===== config.mk =====
export PLATFORM = sky130hd
export DESIGN_NAME = uart_rx_queue
export DESIGN_NICKNAME = d
export VERILOG_FILES = /design/src/rtl/uart_rxq_pkg.sv /design/src/rtl/rxq_store.sv /design/src/rtl/rxq_timer.sv /design/src/rtl/rxq_status.sv /design/src/rtl/uart_rx_queue.sv
export SDC_FILE = /design/constraint.sdc
export NUM_CORES = 1
export LEC_CHECK = 0
export ABC_CLOCK_PERIOD_IN_PS = 2900
export BUFFER_PORTS_ARGS = -buffer_cell sky130_fd_sc_hd__buf_4
export CAP_MARGIN = 15
export CORE_ASPECT_RATIO = 1.5
export CORE_MARGIN = 1.5
export CORE_UTILIZATION = 35
export DETAILED_ROUTE_END_ITERATION = 12
export SLEW_MARGIN = 40
export SYNTH_ARGS = -nofsm -noshare
export SYNTH_HDL_FRONTEND = slang
export SYNTH_SLANG_ARGS = --single-unit

===== constraint.sdc =====
create_clock -name clk -period 2.9 [get_ports clk]
set_input_delay 0.435 -clock clk [delete_from_list [all_inputs] [get_ports clk]]
set_output_delay 0.435 -clock clk [all_outputs]
set_load 0.01 [all_outputs]

===== src/rtl/uart_rxq_pkg.sv =====
package uart_rxq_pkg;

    typedef struct packed {
        logic       brk;
        logic       par;
        logic       frm;
        logic [7:0] data;
    } rx_entry_t;

    // Fill-level trigger in entries; single-slot mode always triggers at 1.
    function automatic logic [31:0] trig_entries(input logic [2:0] sel,
                                                 input logic fifo_mode,
                                                 input int unsigned depth);
        logic [31:0] t;
        if (!fifo_mode) begin
            t = 32'd1;
        end else begin
            case (sel)
                3'd0:    t = depth / 8;
                3'd1:    t = depth / 4;
                3'd3:    t = (depth * 6) / 8;
                3'd4:    t = (depth * 7) / 8;
                default: t = depth / 2;
            endcase
        end
        return t;
    endfunction

endpackage


===== src/rtl/rxq_store.sv =====
module rxq_store
    import uart_rxq_pkg::*;
#(
    parameter int DEPTH = 32
) (
    input  logic                     clk,
    input  logic                     rst_n,
    input  logic                     fifo_en,
    input  logic                     push_req,
    input  logic                     pop_req,
    input  rx_entry_t                din,
    output rx_entry_t                dout,
    output logic [$clog2(DEPTH):0]   count,
    output logic                     full,
    output logic                     empty,
    output logic                     push_ok,
    output logic                     pop_ok,
    output logic                     flush
);
    localparam int AW = $clog2(DEPTH);
    localparam int CW = AW + 1;
    localparam logic [CW-1:0] CAP_DEEP   = CW'(DEPTH);
    localparam logic [CW-1:0] CAP_SINGLE = CW'(1);
    localparam logic [AW-1:0] LAST_IDX   = AW'(DEPTH - 1);

    typedef struct packed {
        logic [AW-1:0] wr;
        logic [AW-1:0] rd;
        logic [CW-1:0] cnt;
        logic          mode;
    } store_st_t;

    store_st_t st_d, st_q;
    rx_entry_t mem [DEPTH];
    logic [CW-1:0] cap;

    function automatic logic [AW-1:0] bump(input logic [AW-1:0] p);
        return (p == LAST_IDX) ? '0 : p + 1'b1;
    endfunction

    always_comb begin
        cap     = fifo_en ? CAP_DEEP : CAP_SINGLE;
        flush   = (fifo_en != st_q.mode);
        full    = (st_q.cnt >= cap);
        empty   = (st_q.cnt == '0);
        push_ok = push_req && !full && !flush;
        pop_ok  = pop_req && !empty && !flush;

        st_d      = st_q;
        st_d.mode = fifo_en;
        if (flush) begin
            st_d.wr  = '0;
            st_d.rd  = '0;
            st_d.cnt = '0;
        end else begin
            if (push_ok) st_d.wr = bump(st_q.wr);
            if (pop_ok)  st_d.rd = bump(st_q.rd);
            st_d.cnt = st_q.cnt + CW'(push_ok) - CW'(pop_ok);
        end
    end

    always_ff @(posedge clk) begin
        if (!rst_n) begin
            st_q <= '{wr: '0, rd: '0, cnt: '0, mode: 1'b1};
        end else begin
            st_q <= st_d;
        end
    end

    always_ff @(posedge clk) begin
        if (push_ok) mem[st_q.wr] <= din;
    end

    assign dout  = mem[st_q.rd];
    assign count = st_q.cnt;

endmodule


===== src/rtl/rxq_timer.sv =====
module rxq_timer #(
    parameter int TO_BITS = 32
) (
    input  logic clk,
    input  logic rst_n,
    input  logic tick,
    input  logic arm,
    input  logic restart,
    input  logic clear,
    output logic to_flag
);
    localparam int CNTW = $clog2(TO_BITS + 1);
    localparam logic [CNTW-1:0] CNT_TOP  = CNTW'(TO_BITS);
    localparam logic [CNTW-1:0] CNT_LAST = CNTW'(TO_BITS - 1);

    typedef struct packed {
        logic [CNTW-1:0] cnt;
        logic            flag;
    } tmr_st_t;

    tmr_st_t st_d, st_q;

    always_comb begin
        st_d = st_q;
        if (clear) begin
            st_d.cnt  = '0;
            st_d.flag = 1'b0;
        end else begin
            if (tick && arm && !restart && (st_q.cnt == CNT_LAST))
                st_d.flag = 1'b1;
            if (restart || !arm)
                st_d.cnt = '0;
            else if (tick && (st_q.cnt < CNT_TOP))
                st_d.cnt = st_q.cnt + 1'b1;
        end
    end

    always_ff @(posedge clk) begin
        if (!rst_n) st_q <= '0;
        else        st_q <= st_d;
    end

    assign to_flag = st_q.flag;

endmodule


===== src/rtl/rxq_status.sv =====
module rxq_status
    import uart_rxq_pkg::*;
#(
    parameter int DEPTH = 32
) (
    input  logic                   clk,
    input  logic                   rst_n,
    input  logic                   fifo_en,
    input  logic [2:0]             trig_sel,
    input  logic [$clog2(DEPTH):0] count,
    input  logic                   ovr_set,
    input  logic                   ovr_clr,
    input  logic                   to_raw,
    input  logic                   mask_lvl,
    input  logic                   mask_to,
    input  logic                   mask_ovr,
    output logic                   lvl_raw,
    output logic                   ovr_raw,
    output logic                   irq_lvl,
    output logic                   irq_to,
    output logic                   irq_ovr,
    output logic                   irq_any
);
    typedef struct packed {
        logic ovr;
    } stat_st_t;

    stat_st_t st_d, st_q;
    logic [31:0] trig;

    always_comb begin
        trig    = trig_entries(trig_sel, fifo_en, DEPTH);
        lvl_raw = (32'(count) >= trig);

        st_d = st_q;
        if (ovr_set)      st_d.ovr = 1'b1;
        else if (ovr_clr) st_d.ovr = 1'b0;

        irq_lvl = lvl_raw && mask_lvl;
        irq_to  = to_raw && mask_to;
        irq_ovr = st_q.ovr && mask_ovr;
        irq_any = irq_lvl || irq_to || irq_ovr;
    end

    always_ff @(posedge clk) begin
        if (!rst_n) st_q <= '0;
        else        st_q <= st_d;
    end

    assign ovr_raw = st_q.ovr;

endmodule


===== src/rtl/uart_rx_queue.sv =====
module uart_rx_queue
    import uart_rxq_pkg::*;
#(
    parameter int DEPTH   = 32,
    parameter int TO_BITS = 32
) (
    input  logic       clk,
    input  logic       rst_n,
    input  logic       fifo_en,
    input  logic [2:0] trig_sel,
    input  logic       baud_tick,
    input  logic       char_valid,
    input  logic [7:0] char_data,
    input  logic       char_brk,
    input  logic       char_par,
    input  logic       char_frm,
    input  logic       pop,
    output logic [7:0] rd_data,
    output logic       rd_brk,
    output logic       rd_par,
    output logic       rd_frm,
    output logic       rx_empty,
    output logic       rx_full,
    input  logic       ovr_clr,
    input  logic       mask_lvl,
    input  logic       mask_to,
    input  logic       mask_ovr,
    output logic       raw_lvl,
    output logic       raw_to,
    output logic       raw_ovr,
    output logic       irq_lvl,
    output logic       irq_to,
    output logic       irq_ovr,
    output logic       irq
);
    localparam int CW = $clog2(DEPTH) + 1;

    rx_entry_t     in_ent, head_ent;
    logic [CW-1:0] occ_w;
    logic          full_w, empty_w, push_ok_w, pop_ok_w, flush_w;
    logic          lvl_w, to_w;
    logic          tmr_arm, tmr_restart, tmr_clear;

    assign in_ent = '{brk: char_brk, par: char_par, frm: char_frm, data: char_data};

    rxq_store #(.DEPTH(DEPTH)) store_i (
        .clk      (clk),
        .rst_n    (rst_n),
        .fifo_en  (fifo_en),
        .push_req (char_valid),
        .pop_req  (pop),
        .din      (in_ent),
        .dout     (head_ent),
        .count    (occ_w),
        .full     (full_w),
        .empty    (empty_w),
        .push_ok  (push_ok_w),
        .pop_ok   (pop_ok_w),
        .flush    (flush_w)
    );

    assign tmr_arm     = !empty_w && !lvl_w;
    assign tmr_restart = push_ok_w || pop_ok_w;
    assign tmr_clear   = pop_ok_w || flush_w || empty_w;

    rxq_timer #(.TO_BITS(TO_BITS)) timer_i (
        .clk     (clk),
        .rst_n   (rst_n),
        .tick    (baud_tick),
        .arm     (tmr_arm),
        .restart (tmr_restart),
        .clear   (tmr_clear),
        .to_flag (to_w)
    );

    rxq_status #(.DEPTH(DEPTH)) status_i (
        .clk      (clk),
        .rst_n    (rst_n),
        .fifo_en  (fifo_en),
        .trig_sel (trig_sel),
        .count    (occ_w),
        .ovr_set  (char_valid && full_w),
        .ovr_clr  (ovr_clr),
        .to_raw   (to_w),
        .mask_lvl (mask_lvl),
        .mask_to  (mask_to),
        .mask_ovr (mask_ovr),
        .lvl_raw  (lvl_w),
        .ovr_raw  (raw_ovr),
        .irq_lvl  (irq_lvl),
        .irq_to   (irq_to),
        .irq_ovr  (irq_ovr),
        .irq_any  (irq)
    );

    assign rd_data  = head_ent.data;
    assign rd_brk   = head_ent.brk;
    assign rd_par   = head_ent.par;
    assign rd_frm   = head_ent.frm;
    assign rx_empty = empty_w;
    assign rx_full  = full_w;
    assign raw_lvl  = lvl_w;
    assign raw_to   = to_w;

endmodule


Word level (Yosys, flattened, before mapping)
Memories as Yosys holds them, arrays and structs flattened. A register that Yosys moved wholly into a read port is not among the register bits.
Cells that the tools add are included.
{ "op_classes": {"add_sub_neg": 5, "magnitude_cmp": 3, "eq_ne": 7, "n_mux": 11, "bitwise_logic": 1, "reduce_logical": 31} }
{ "ops": {"columns": ["cell", "n"], "rows": [
  ["6-bit by 32-bit greater-or-equal comparator with 1-bit output", 1],
  ["32-bit two-way mux", 1],
  ["5-bit two-way mux", 4],
  ["5-bit case mux with 4 select lines", 1],
  ["1-bit logical AND", 13],
  ["5-bit by 1-bit adder with 5-bit output (second input constant)", 2],
  ["5-bit equality test (second input constant)", 2],
  ["6-bit by 1-bit adder with 6-bit output", 1],
  ["6-bit by 1-bit adder with 6-bit output (second input constant)", 1],
  ["6-bit by 5-bit equality test with 1-bit output (second input constant)", 1],
  ["6-bit greater-or-equal comparator", 1],
  ["1-bit zero test", 6],
  ["6-bit zero test", 1],
  ["1-bit logical OR", 6],
  ["6-bit < comparator (second input constant)", 1],
  ["6-bit two-way mux", 1],
  ["6-bit by 1-bit subtractor with 6-bit output", 1],
  ["1-bit two-way mux", 4],
  ["2-bit OR reduction", 2],
  ["3-bit by 1-bit equality test with 1-bit output (second input constant)", 1],
  ["3-bit by 2-bit equality test with 1-bit output (second input constant)", 1],
  ["3-bit equality test (second input constant)", 1],
  ["3-bit zero test", 1],
  ["3-bit OR reduction", 1],
  ["3 further kinds", 3]
]} }
{ "word_totals": {"regBits": 25, "ramBits": 352, "input_bits": 24, "output_inout_bits": 20, "wordCells": 66, "mem_count": 1} }
{ "mem_list": {"columns": ["memory", "words", "word_bits", "rd", "rd_ports_with_merged_regs", "write_ports", "line", "source"], "rows": [
  ["store_i.mem", 32, 11, 1, 1, 1, "rxq_store.sv:34", "rx_entry_t mem [DEPTH];"]
]} }

Logic depth before layout (Yosys ltp)
Gate-level depths: netlist of run 1.
{ "logic_depth": {"depth_word": 9, "mapped_depth": 15, "depth_no_buf": 14} }

Modules after synthesis
A second synthesis of run 1 with hierarchy kept.
{ "unflattened": {"hier_cells": 871, "hier_area_um2": 15372.2} }
{ "by_module_without_submodules": {"columns": ["module", "n_inst", "cells_each", "area_each_um2", "seq_area_each_um2"], "rows": [
  ["rxq_store", 1, 809, 14844.2, 11010.6],
  ["rxq_timer", 1, 33, 314.1, 140.1],
  ["rxq_status", 1, 25, 191.4, 20.0],
  ["uart_rx_queue", 1, 4, 22.5, 0.0]
]} }

Worst setup path before layout of run 1
No wires, ideal clock.
{ "synth_timing": {"path_kind": "input to register", "start": "in fifo_en", "end": "reg store_i.st_q, in the netlist store_i.count[4]", "setup_ns": 0.121, "t_arrival_ns": 2.989, "required_ns": 2.779, "path_slack_ns": -0.210, "stages": 14, "n_path_buf": 1, "path_cell_list": "inv_1 -> ha_1 -> or3b_4 -> a221oi_4 -> inv_2 -> buf_6 -> nor3_1 -> ha_1 -> inv_1 -> fa_1 -> nand2b_1 -> a21oi_1 -> o21a_1 -> nor3_1"} }
{ "synth_between": {"elab_chain_cells": 7, "elab_cells_between_ends": 11, "cone_classes": "add/sub (2); order compare (1); eq/ne (1); mux (1); reduce/logical (6)"} }
{ "synth_lines": {"columns": ["item", "line", "source"], "rows": [
  ["start: declaration", "uart_rx_queue.sv:9", "input logic fifo_en,"],
  ["6-bit two-way mux", "rxq_store.sv:42", "cap = fifo_en ? CAP_DEEP : CAP_SINGLE;"],
  ["6-bit greater-or-equal comparator", "rxq_store.sv:44", "full = (st_q.cnt >= cap);"],
  ["net rx_full", "uart_rx_queue.sv:23", "output logic rx_full,"],
  ["1-bit zero test", "rxq_store.sv:46", "push_ok = push_req && !full && !flush;"],
  ["1-bit logical AND (2 in series)", "rxq_store.sv:46", null],
  ["net push_ok_w", "uart_rx_queue.sv:40", "logic full_w, empty_w, push_ok_w, pop_ok_w, flush_w;"],
  ["6-bit by 1-bit adder with 6-bit output", "rxq_store.sv:58", "st_d.cnt = st_q.cnt + CW'(push_ok) - CW'(pop_ok);"],
  ["6-bit by 1-bit subtractor with 6-bit output", "rxq_store.sv:58", null],
  ["end signal: assignment", "rxq_store.sv:64", "st_q <= '{wr: '0, rd: '0, cnt: '0, mode: 1'b1};"],
  ["end signal: assignment", "rxq_store.sv:66", "st_q <= st_d;"],
  ["end: declaration", "rxq_store.sv:33", "store_st_t st_d, st_q;"]
]} }
The timed path passes the listed nets, and every way through them passes these cells.
A chain may end at the register's enable or synchronous reset.

==> flow_metrics.tcl, run 1 <==
set metrics [dict create \
    status "finished with violations" \
    violations "setup timing" \
    die_height_um 258.6 \
    yosysTopAreaCell "edfxtp_1" \
    yosysSeqAreaShare_pct 73.29 \
    crit_required_ns 2.47 \
    grt_pass1_vias 8416 \
    portBuffers 43 \
    power_density_mw_per_mm2 671.2 \
    swShare_pct 22.70 \
    synth_top_area_share_pct 69.35 \
    clk_path_buf_depth 3 \
    yosysWarnings 0 \
    antenna_found_initial 0 \
    dieArea_mm2 0.04484 \
    finalNetCount 1040 \
    stdcell_count 1591 \
    clk_latency_ns 0.52 \
    die_w_um 173.4 \
    r2r_slack_ns 0.09 \
    diodes 0 \
    clkTransAtPathRegs_ns 0.06 \
    path_class "flop to output port" \
    drv_slew 0 \
    total_power_mw 12.46 \
    ys_seq_elements 382 \
    fin_skew_ns 0.01770 \
    drt-total-wl_um 34550 \
    clock_sinks 382 \
    fin_crit_ns 2.944 \
    pre_cts_ws_ns -0.1154 \
    fmax_ghz 0.3396 \
    place_area_mm2 0.01692 \
    num_vias 8137 \
    slew_headroom_pct 61.88 \
    fin_area_mm2 0.01857 \
    fillCellCount 3712 \
    startpoint_type "flop" \
    start_util_pct 35.50 \
    htree_levels 2 \
    grt_pass1_wl_um 52060 \
    cts_tree "done" \
    p_seq_share_pct 49.2 \
    io_pins 44 \
    vdd_drop_max_v 0.0004674 \
    hold_class "primary input to flop" \
    drive_above_1_share_pct 27.03 \
    drc 0 \
    synth_edf_count 352 \
    rsz0062_at_grt "yes" \
    netlist_instances 859 \
    routedWlPerCell_um 21.72 \
    yosys-top-cells-area "edfxtp_1 69%, mux4_2 6.5%, mux2i_1 6.0%, dfxtp_1 3.9%, a22oi_1 2.2%" \
    intPower_mw 9.633 \
    vias_per_cell 5.114 \
    combPwrFrac_pct 11.1 \
    ant_nets 0 \
    syn_area_mm2 0.01524 \
    area_delta_synth_final_pct 21.80 \
    drv_cap 0 \
    cp.arrival_ns 2.51 \
    ys.flop_type "edfxtp_1" \
    core_mm2 0.04294 \
    grt-ovfl-total 0 \
    grtUsageTotal_pct 15.52 \
    drt_iter0_markers 580 \
    yosys-top-cells-count "352 x edfxtp_1, 92 x mux2i_1, 53 x nor2_1" \
    setup_viol 6 \
    switchingPower_mw 2.828 \
    clockPowerShare_pct 39.7 \
    synth.distinct_cells 54 \
    hpwl_um 22230 \
    async_reset_ff_share_pct 0 \
    cts_root_buf "clkbuf_16" \
    grt_start_max_net_pins 33 \
    rows 93 \
    dr.pass1.iters 5 \
    p_leak_nw 5.947 \
    cts_made_buffers 38 \
    fin_ws_ns -0.04432 \
    syn_nets 906 \
    synthMostInstantiatedCell "edfxtp_1" \
    endpoint_kind "output port" \
    dp.cells 1504 \
    worstPathMaxFanout 7 \
    hold_viol 0 \
    tightest_slew_ns 0.5705 \
    gp_congestion 0.7701 \
    avgSynthCellArea_um2 17.74 \
    finalCritPeriodShare_pct 101.5 \
]
[layout make-up]
class                      instances  area (um2)  area share [%]
sequential                       382       11180           60.21
multi-input combinational        416        4004           21.57
timing repair buffer             136        1338           7.204
clock buffer                      47        1016           5.472
tap                              570       713.2           3.841
clock inverter                    21       232.7           1.254
inverter                          19       83.83          0.4515
[sequential cells by signal (all words and copies together), names as in the netlist, named ones only]
signal / cells
store_i.count: 6
timer_i.to_flag: 1
timer_i.st_q: 6
store_i.mem: 352
status_i.ovr_raw: 1
store_i.st_q: 11
[cells by family (layout without fill, tap and decap cells)]
family / count (synthesis) / count (layout) / synth area share, %
xor+xnor: 8 / 8 / 0.4597
simple gates: 149 / 149 / 5.139
mux: 137 / 137 / 12.62
fa+ha+maj: 23 / 23 / 1.937
flops: 382 / 382 / 73.29
buf+inv: 61 / 223 / 1.609
compound gates: 99 / 99 / 4.950
[final timing paths]
kind                                  startpoint                to  cells after the start
worst max register to register  store_i.count[0]  store_i.count[4]                     13
worst min-delay path                       rst_n   store_i.st_q[0]                      2
worst min register to register   timer_i.st_q[6]   timer_i.st_q[6]                      2
worst max-delay path                        flop        rd_data[0]                      7
[worst max-delay path, cell delays in order, from the launching register on]
cell and delay [ns]:
dfxtp_4 0.39, buf_12 0.14, buf_4 0.11, mux4_2 0.49, a22o_1 0.29, a221oi_4 0.26, nand3_1 0.14, buf_4 0.16
[cells in the final DEF (no fill, tap or decap), drive strengths merged, types with 5 or more instances in the layout]
master / instances
nor2b: 5
clkinv: 13
edfxtp: 352
and2: 5
nand3: 37
nor2: 53
nand4: 6
a221oi: 12
xnor2: 5
a22o: 12
o21ai: 6
and3: 5
buf: 135
dfxtp: 30
nand2: 7
mux4: 44
a22oi: 44
ha: 22
inv: 21
clkbuf: 47
bufinv: 5
mux2i: 92
a21oi: 12
[power by group through the flow]
| stage | registers (mW) | logic, mW | clock network, mW |
|---|---|---|---|
| 2_1_floorplan | 6.23 | 0.784 | 0 |
| 3_3_place_gp | 6.25 | 1.33 | 0 |
| 3_5_place_dp | 6.25 | 1.35 | 0 |
| 4_1_cts | 6.13 | 1.39 | 5.06 |
| 5_1_grt | 6.13 | 1.52 | 5.25 |
| 6_report | 6.13 | 1.38 | 4.95 |
[routing by layer]
| layer | track usage [%] | routed length (um) |
|---|---|---|
| met5 | 0 | 0 |
| met4 | 4.952 | 865 |
| met3 | 2.127 | 1274 |
| met2 | 29.42 | 18990 |
| met1 | 17.95 | 13430 |
[per-stage QoR]
stage	utilization (%)	hold slack, ns	setup TNS [ns]
global placement	39.38	0.4706	-0.06903
CTS	43.17	0.1222	-0.2283
global route	43.24	0.1326	-0.8013
finish	43.24	0.1436	-0.1064
detailed placement	39.40	0.4670	-0.1299
floorplan	-	0.4374	-0.07732
[repair_timing]
| action | in CTS | in global routing |
|---|---|---|
| pin swaps | 13 | 9 |
| cloned | 1 | 0 |
| buffers inserted | 17 | 1 |
| resized for setup | 24 | 5 |
| endpoints found under the setup margin | 11 | 12 |
| hold buffers | 0 | 0 |
Power figures use the tool's default switching activity.
==> run 2, diff against run 1 <==
- PLACE_DENSITY: default -> 0.53
==> flow_metrics.tcl, run 2 (synthesis results as in run 1) <==
set metrics [dict create \
    clkTransAtPathRegs_ns 0.06 \
    die_height_um 258.6 \
    critPathMaxStageDelay_ns 0.51 \
    stdcell_count 1576 \
    grt_start_max_net_pins 45 \
    fin_crit_ns 2.981 \
    clk_path_buf_depth 3 \
    setup_tns_ns -0.5589 \
    ant_nets 0 \
    vdd_drop_max_v 0.0005158 \
    cp.arrival_ns 2.55 \
    clk_latency_ns 0.53 \
    tightest_slew_ns 0.7577 \
    endpoint_kind "output port" \
    drv_cap 0 \
    drv_slew 0 \
    largest_reg_flops 352 \
    rsz0062_at_grt "yes" \
    grt_pass1_vias 8238 \
    io_pins 44 \
    dr.pass1.iters 4 \
    fmax_ghz 0.3355 \
    core_mm2 0.04294 \
    startpoint_type "flop" \
    drc 0 \
    total_power_mw 12.46 \
    largest-register "store_i.mem" \
    diodes 0 \
    hold_viol 0 \
    hold_class "primary input to flop" \
    routedWlPerCell_um 21.84 \
    drt-total-wl_um 34420 \
    crit_required_ns 2.47 \
    layout_commonest_cell "edfxtp_1" \
    slew_headroom_pct 49.49 \
    grtUsageTotal_pct 15.51 \
    crit_path_top_delay_cell "mux4_2" \
    die_w_um 173.4 \
    start_util_pct 35.50 \
    area_delta_synth_final_pct 20.64 \
    most-common-layout-cells "352 x edfxtp_1, 94 x buf_4, 92 x mux2i_1" \
    antenna_found_initial 0 \
    largest_registers "store_i.mem x352, store_i.st_q x11" \
    p_leak_nw 5.855 \
    dieArea_mm2 0.04484 \
    power_density_mw_per_mm2 677.8 \
    hpwl_um 22610 \
    drive_above_1_share_pct 26.84 \
    rows 93 \
    drt_iter0_markers 529 \
    grt_pass1_wl_um 51960 \
    num_vias 7849 \
    setup_viol 10 \
    violations "setup timing" \
    status "finished with violations" \
    cts_root_buf "clkbuf_16" \
    cts_hold_buf 0 \
    finalNetCount 1024 \
    gp_congestion 0.7795 \
    clock_sinks 382 \
    crit_chain "buf_12 -> mux4_2 -> a22o_1 -> a221oi_2 -> nand3_1 -> buf_6" \
    path_class "flop to output port" \
    portBuffers 43 \
    cts_made_buffers 38 \
    vias_per_cell 4.980 \
    cts_tree "done" \
    fin_skew_ns 0.01650 \
    fin_ws_ns -0.08070 \
    dp.cells 1502 \
    htree_levels 2 \
    grt-ovfl-total 0 \
    finalCritPeriodShare_pct 102.8 \
    worstPathMaxFanout 7 \
]
run 2: cell count changes in the layout (fill, tap and decap cells not counted), sizes merged:
cell	delta
clkinv	+3
inv	+1
buf	-16
clkbuf	-5
bufbuf	-1
nor2b	+1
clkinvlp	+3
bufinv	-1
run 2: area by class of cell:
class | count | area, um2
clock buffers | 42 | 1007
well taps | 570 | 713.2
repair buffers | 119 | 1134
multi-input cells | 417 | 4011
fillers | 3783 | 24550
flip-flops and latches | 382 | 11180
inverters | 19 | 83.83
clock inverters | 27 | 259.0
run 2: final timing paths:
kind	startpoint	endpoint	slack [ns]	cells past startpoint
worst max-delay path	flop	rd_data[0]	-0.08	6
worst min-delay path	rst_n	store_i.st_q[0]	0.14	2
worst max register to register	store_i.count[0]	store_i.count[4]	0.14	13
worst min register to register	timer_i.st_q[6]	timer_i.st_q[6]	0.49	2
run 2: metal layers:
layer | wire length [um] | GRT usage [%]
met5 | 0 | 0
met4 | 882 | 5.145
met2 | 18670 | 29.31
met3 | 1128 | 2.259
met1 | 13730 | 17.86
run 2: stage by stage:
stage | util (%) | cell area (um2) | hold slack [ns] | setup WS [ns]
after global routing | 42.82 | 18390 | 0.1292 | -0.1653
after floorplan | - | 15290 | 0.4374 | -0.07732
final | 42.82 | 18390 | 0.1446 | -0.08070
after global placement | 39.32 | 16880 | 0.4785 | -0.1076
after detailed placement | 39.33 | 16890 | 0.4824 | -0.1151
after CTS | 42.63 | 18300 | 0.1215 | -0.1425
run 2: where the power goes:
| group | total [mW] | switching (mW) | internal (mW) |
|---|---|---|---|
| sequential | 6.13 | 0.0495 | 6.08 |
| combinational | 1.37 | 0.746 | 0.622 |
| clock | 4.97 | 2.08 | 2.89 |
run 2: repair_timing:
| item | in CTS | in global routing |
|---|---|---|
| pin swaps | 8 | 6 |
| buffers inserted | 3 | 0 |
| gates resized for setup | 16 | 17 |
| cloned | 2 | 0 |
| endpoints found under the setup margin | 11 | 19 |
run 2: worst max-delay path: cells and delay by family, from the launching register on:
family	cells	cell delay, ns
AOI/OAI and AO/OA	2	0.54
buffers and inverters	2	0.33
DFF	1	0.46
muxes	1	0.51
and+or+nand+nor	1	0.18
==> run 3, diff against run 2 <==
- CAP_MARGIN: 15 -> default
- SYNTH_HIERARCHICAL: default -> 1
==> flow_metrics.tcl, run 3 <==
set metrics [dict create \
    grt_pass1_vias 8196 \
    whs_path_depth 2 \
    yosysSeqAreaShare_pct 72.67 \
    cp.arrival_ns 2.56 \
    violations "setup timing" \
    routedWlPerCell_um 22.07 \
    grt_start_max_net_pins 62 \
    start_util_pct 35.61 \
    yosys-top-cells-count "352 x edfxtp_1, 90 x mux2i_1, 55 x nor2_1" \
    status "finished with violations" \
    crit_chain "buf_12 -> mux4_2 -> a22o_1 -> a221oi_2 -> nand3_1 -> buf_6" \
    synth_top_area_share_pct 68.76 \
    most-common-layout-cells "352 x edfxtp_1, 97 x buf_4, 90 x mux2i_1" \
    total_power_mw 12.10 \
    synth_xor_area_share_pct 0.2849 \
    cts_root_buf "clkbuf_16" \
    gp_congestion 0.7428 \
    yosysTopAreaCell "edfxtp_1" \
    syn_nets 918 \
    die_height_um 259.7 \
    drt_iter0_markers 459 \
    p_leak_nw 5.821 \
    drt-total-wl_um 34630 \
    yosys-top-cells-area "edfxtp_1 69%, mux4_2 6.4%, mux2i_1 5.9%, dfxtp_1 3.9%, a22oi_1 2.1%" \
    ys_seq_elements 382 \
    vdd_drop_max_v 0.0003324 \
    cts_tree "done" \
    drv_cap 0 \
    core_mm2 0.04317 \
    r2r_end "store_i/count[4]" \
    synthMostInstantiatedCell "edfxtp_1" \
    clk_latency_ns 0.52 \
    hold_ws_ns 0.1416 \
    slew_headroom_pct 57.04 \
    ant_nets 0 \
    syn_area_mm2 0.01537 \
    rsz0062_at_grt "yes" \
    setup_tns_ns -0.6329 \
    worstHoldEndpoint "store_i/st_q[0]" \
    startpoint_type "flop" \
    synth.distinct_cells 52 \
    synthSimpleGateAreaFrac_pct 5.453 \
    netlist_instances 871 \
    setup_viol 11 \
    synth_top_family_by_area "multiplexers" \
    async_reset_ff_share_pct 0 \
    clock_sinks 382 \
    path_class "flop to output port" \
    tightest_slew_ns 0.6437 \
    largest-register "store_i/mem" \
    fin_skew_ns 0.008573 \
    finalNetCount 1024 \
    ys.flop_type "edfxtp_1" \
    crit_path_top_delay_cell "mux4_2" \
    crit_cells 6 \
    pre_cts_ws_ns -0.009251 \
    avgSynthCellArea_um2 17.65 \
    dieArea_mm2 0.04521 \
    largest_registers "store_i/mem x352, store_i/st_q x11" \
    r2r_cells 14 \
    drc 0 \
    fin_ws_ns -0.09879 \
    critPathMaxStageDelay_ns 0.49 \
    largest_reg_flops 352 \
    utilization_pct 42.26 \
    layout_commonest_cell "edfxtp_1" \
    muxShareOfSynthArea_pct 12.45 \
    synth_edf_count 352 \
    grtUsageTotal_pct 15.49 \
    worst_r2r_startpoint "store_i/count[0]" \
    power_density_mw_per_mm2 663.4 \
    rows 93 \
    worstHoldStart "rst_n" \
    synth-compound-area-share_pct 5.274 \
    cts_hold_buf 0 \
    dr.pass1.iters 4 \
    io_pins 44 \
    htree_levels 2 \
    hpwl_um 21510 \
    fin_crit_ns 2.999 \
    drv_slew 0 \
    crit_buf_inv 2 \
    grt_pass1_wl_um 51890 \
    endpoint_kind "output port" \
    r2r_slack_ns 0.23 \
    worstPathMaxFanout 7 \
    finalCritPeriodShare_pct 103.4 \
    die_w_um 174.1 \
    hold_class "primary input to flop" \
    drive_above_1_share_pct 25.03 \
    portBuffers 43 \
    grt-ovfl-total 0 \
    synth_fa_ha_area_share_pct 1.921 \
    vias_per_cell 5.041 \
    clk_path_buf_depth 3 \
    critical_path.top_delay_family "compound AO/OA/AOI/OAI gates" \
    diodes 0 \
    fmax_ghz 0.3335 \
    num_vias 7910 \
    clkTransAtPathRegs_ns 0.06 \
    area_delta_synth_final_pct 18.68 \
    antenna_found_initial 0 \
    cts_made_buffers 36 \
    crit_required_ns 2.47 \
    yosysWarnings 6 \
    hold_viol 0 \
]
## run 3: cell count changes after synthesis, moves of 3 or more
cell / before / now
a221oi_2: 0 / 10
nand2b_1: 4 / 8
o21ai_1: 0 / 3
nand2_1: 7 / 10
nand4_1: 6 / 0
buf_2: 7 / 20
a221oi_1: 11 / 1
nand3_1: 37 / 43
buf_4: 0 / 8
buf_1: 3 / 0
or3_1: 1 / 4
clkbuf_1: 31 / 14
## run 3: layout make-up
| class | count | area [um2] |
|---|---|---|
| sequential | 382 | 11180 |
| clock buffer | 37 | 925.9 |
| multi-input combinational | 428 | 4085 |
| clock inverter | 23 | 274.0 |
| inverter | 17 | 63.81 |
| fill | 3801 | 24930 |
| tap | 570 | 713.2 |
| timing repair buffer | 112 | 998.5 |
## run 3: kinds of logic after synthesis
family	count (synthesis)
XOR/XNOR	5
buffers and inverters	61
flip-flops	382
AO/OA/AOI/OAI	103
multiplexers	136
adder cells (fa/ha/maj)	23
AND/OR/NAND/NOR	161
## run 3: worst max-delay path by stage
| stage | endpoint | startpoint |
|---|---|---|
| after floorplan | store_i/count[4] | store_i/count[2] |
| after global placement | store_i/count[4] | fifo_en |
| after detailed placement | store_i/count[4] | fifo_en |
| after CTS | rd_data[4] | flop |
| after global routing | rd_data[5] | flop |
| final | rd_brk | flop |
## run 3: where the power goes
group | internal, mW | switching [mW] | total, mW | leakage (nW)
Clock | 2.86 | 2.00 | 4.86 | 0.595
Sequential | 6.06 | 0.0444 | 6.10 | 3.41
Combinational | 0.543 | 0.599 | 1.14 | 1.82
Total | 9.46 | 2.65 | 12.1 | 5.82
## run 3: timing repair
item | CTS | global route
gates resized for setup | 22 | 13
pin swaps | 3 | 3
cloned | 2 | 0
endpoints found under the setup margin | 11 | 12
endpoints found under the hold margin | 0 | 0
setup buffers | 5 | 0
## run 3: metal layers
metal / wire [um] / GRT usage, % / vias to the layer above / part of all wire, %
met5: 0 / 0 / - / 0
met2: 18500 / 28.99 / 127 / 53
met1: 14160 / 18.49 / 4051 / 41
li1: - / - / 3685 / -
met3: 1194 / 2.091 / 47 / 3.4
met4: 771 / 4.382 / 0 / 2.2
## run 3: through the flow
step	cells	area, um2
final	1569	18240
after global routing	1569	18240
after CTS	1569	18160
after detailed placement	1502	16740
after global placement	1502	16730
after floorplan	871	15380
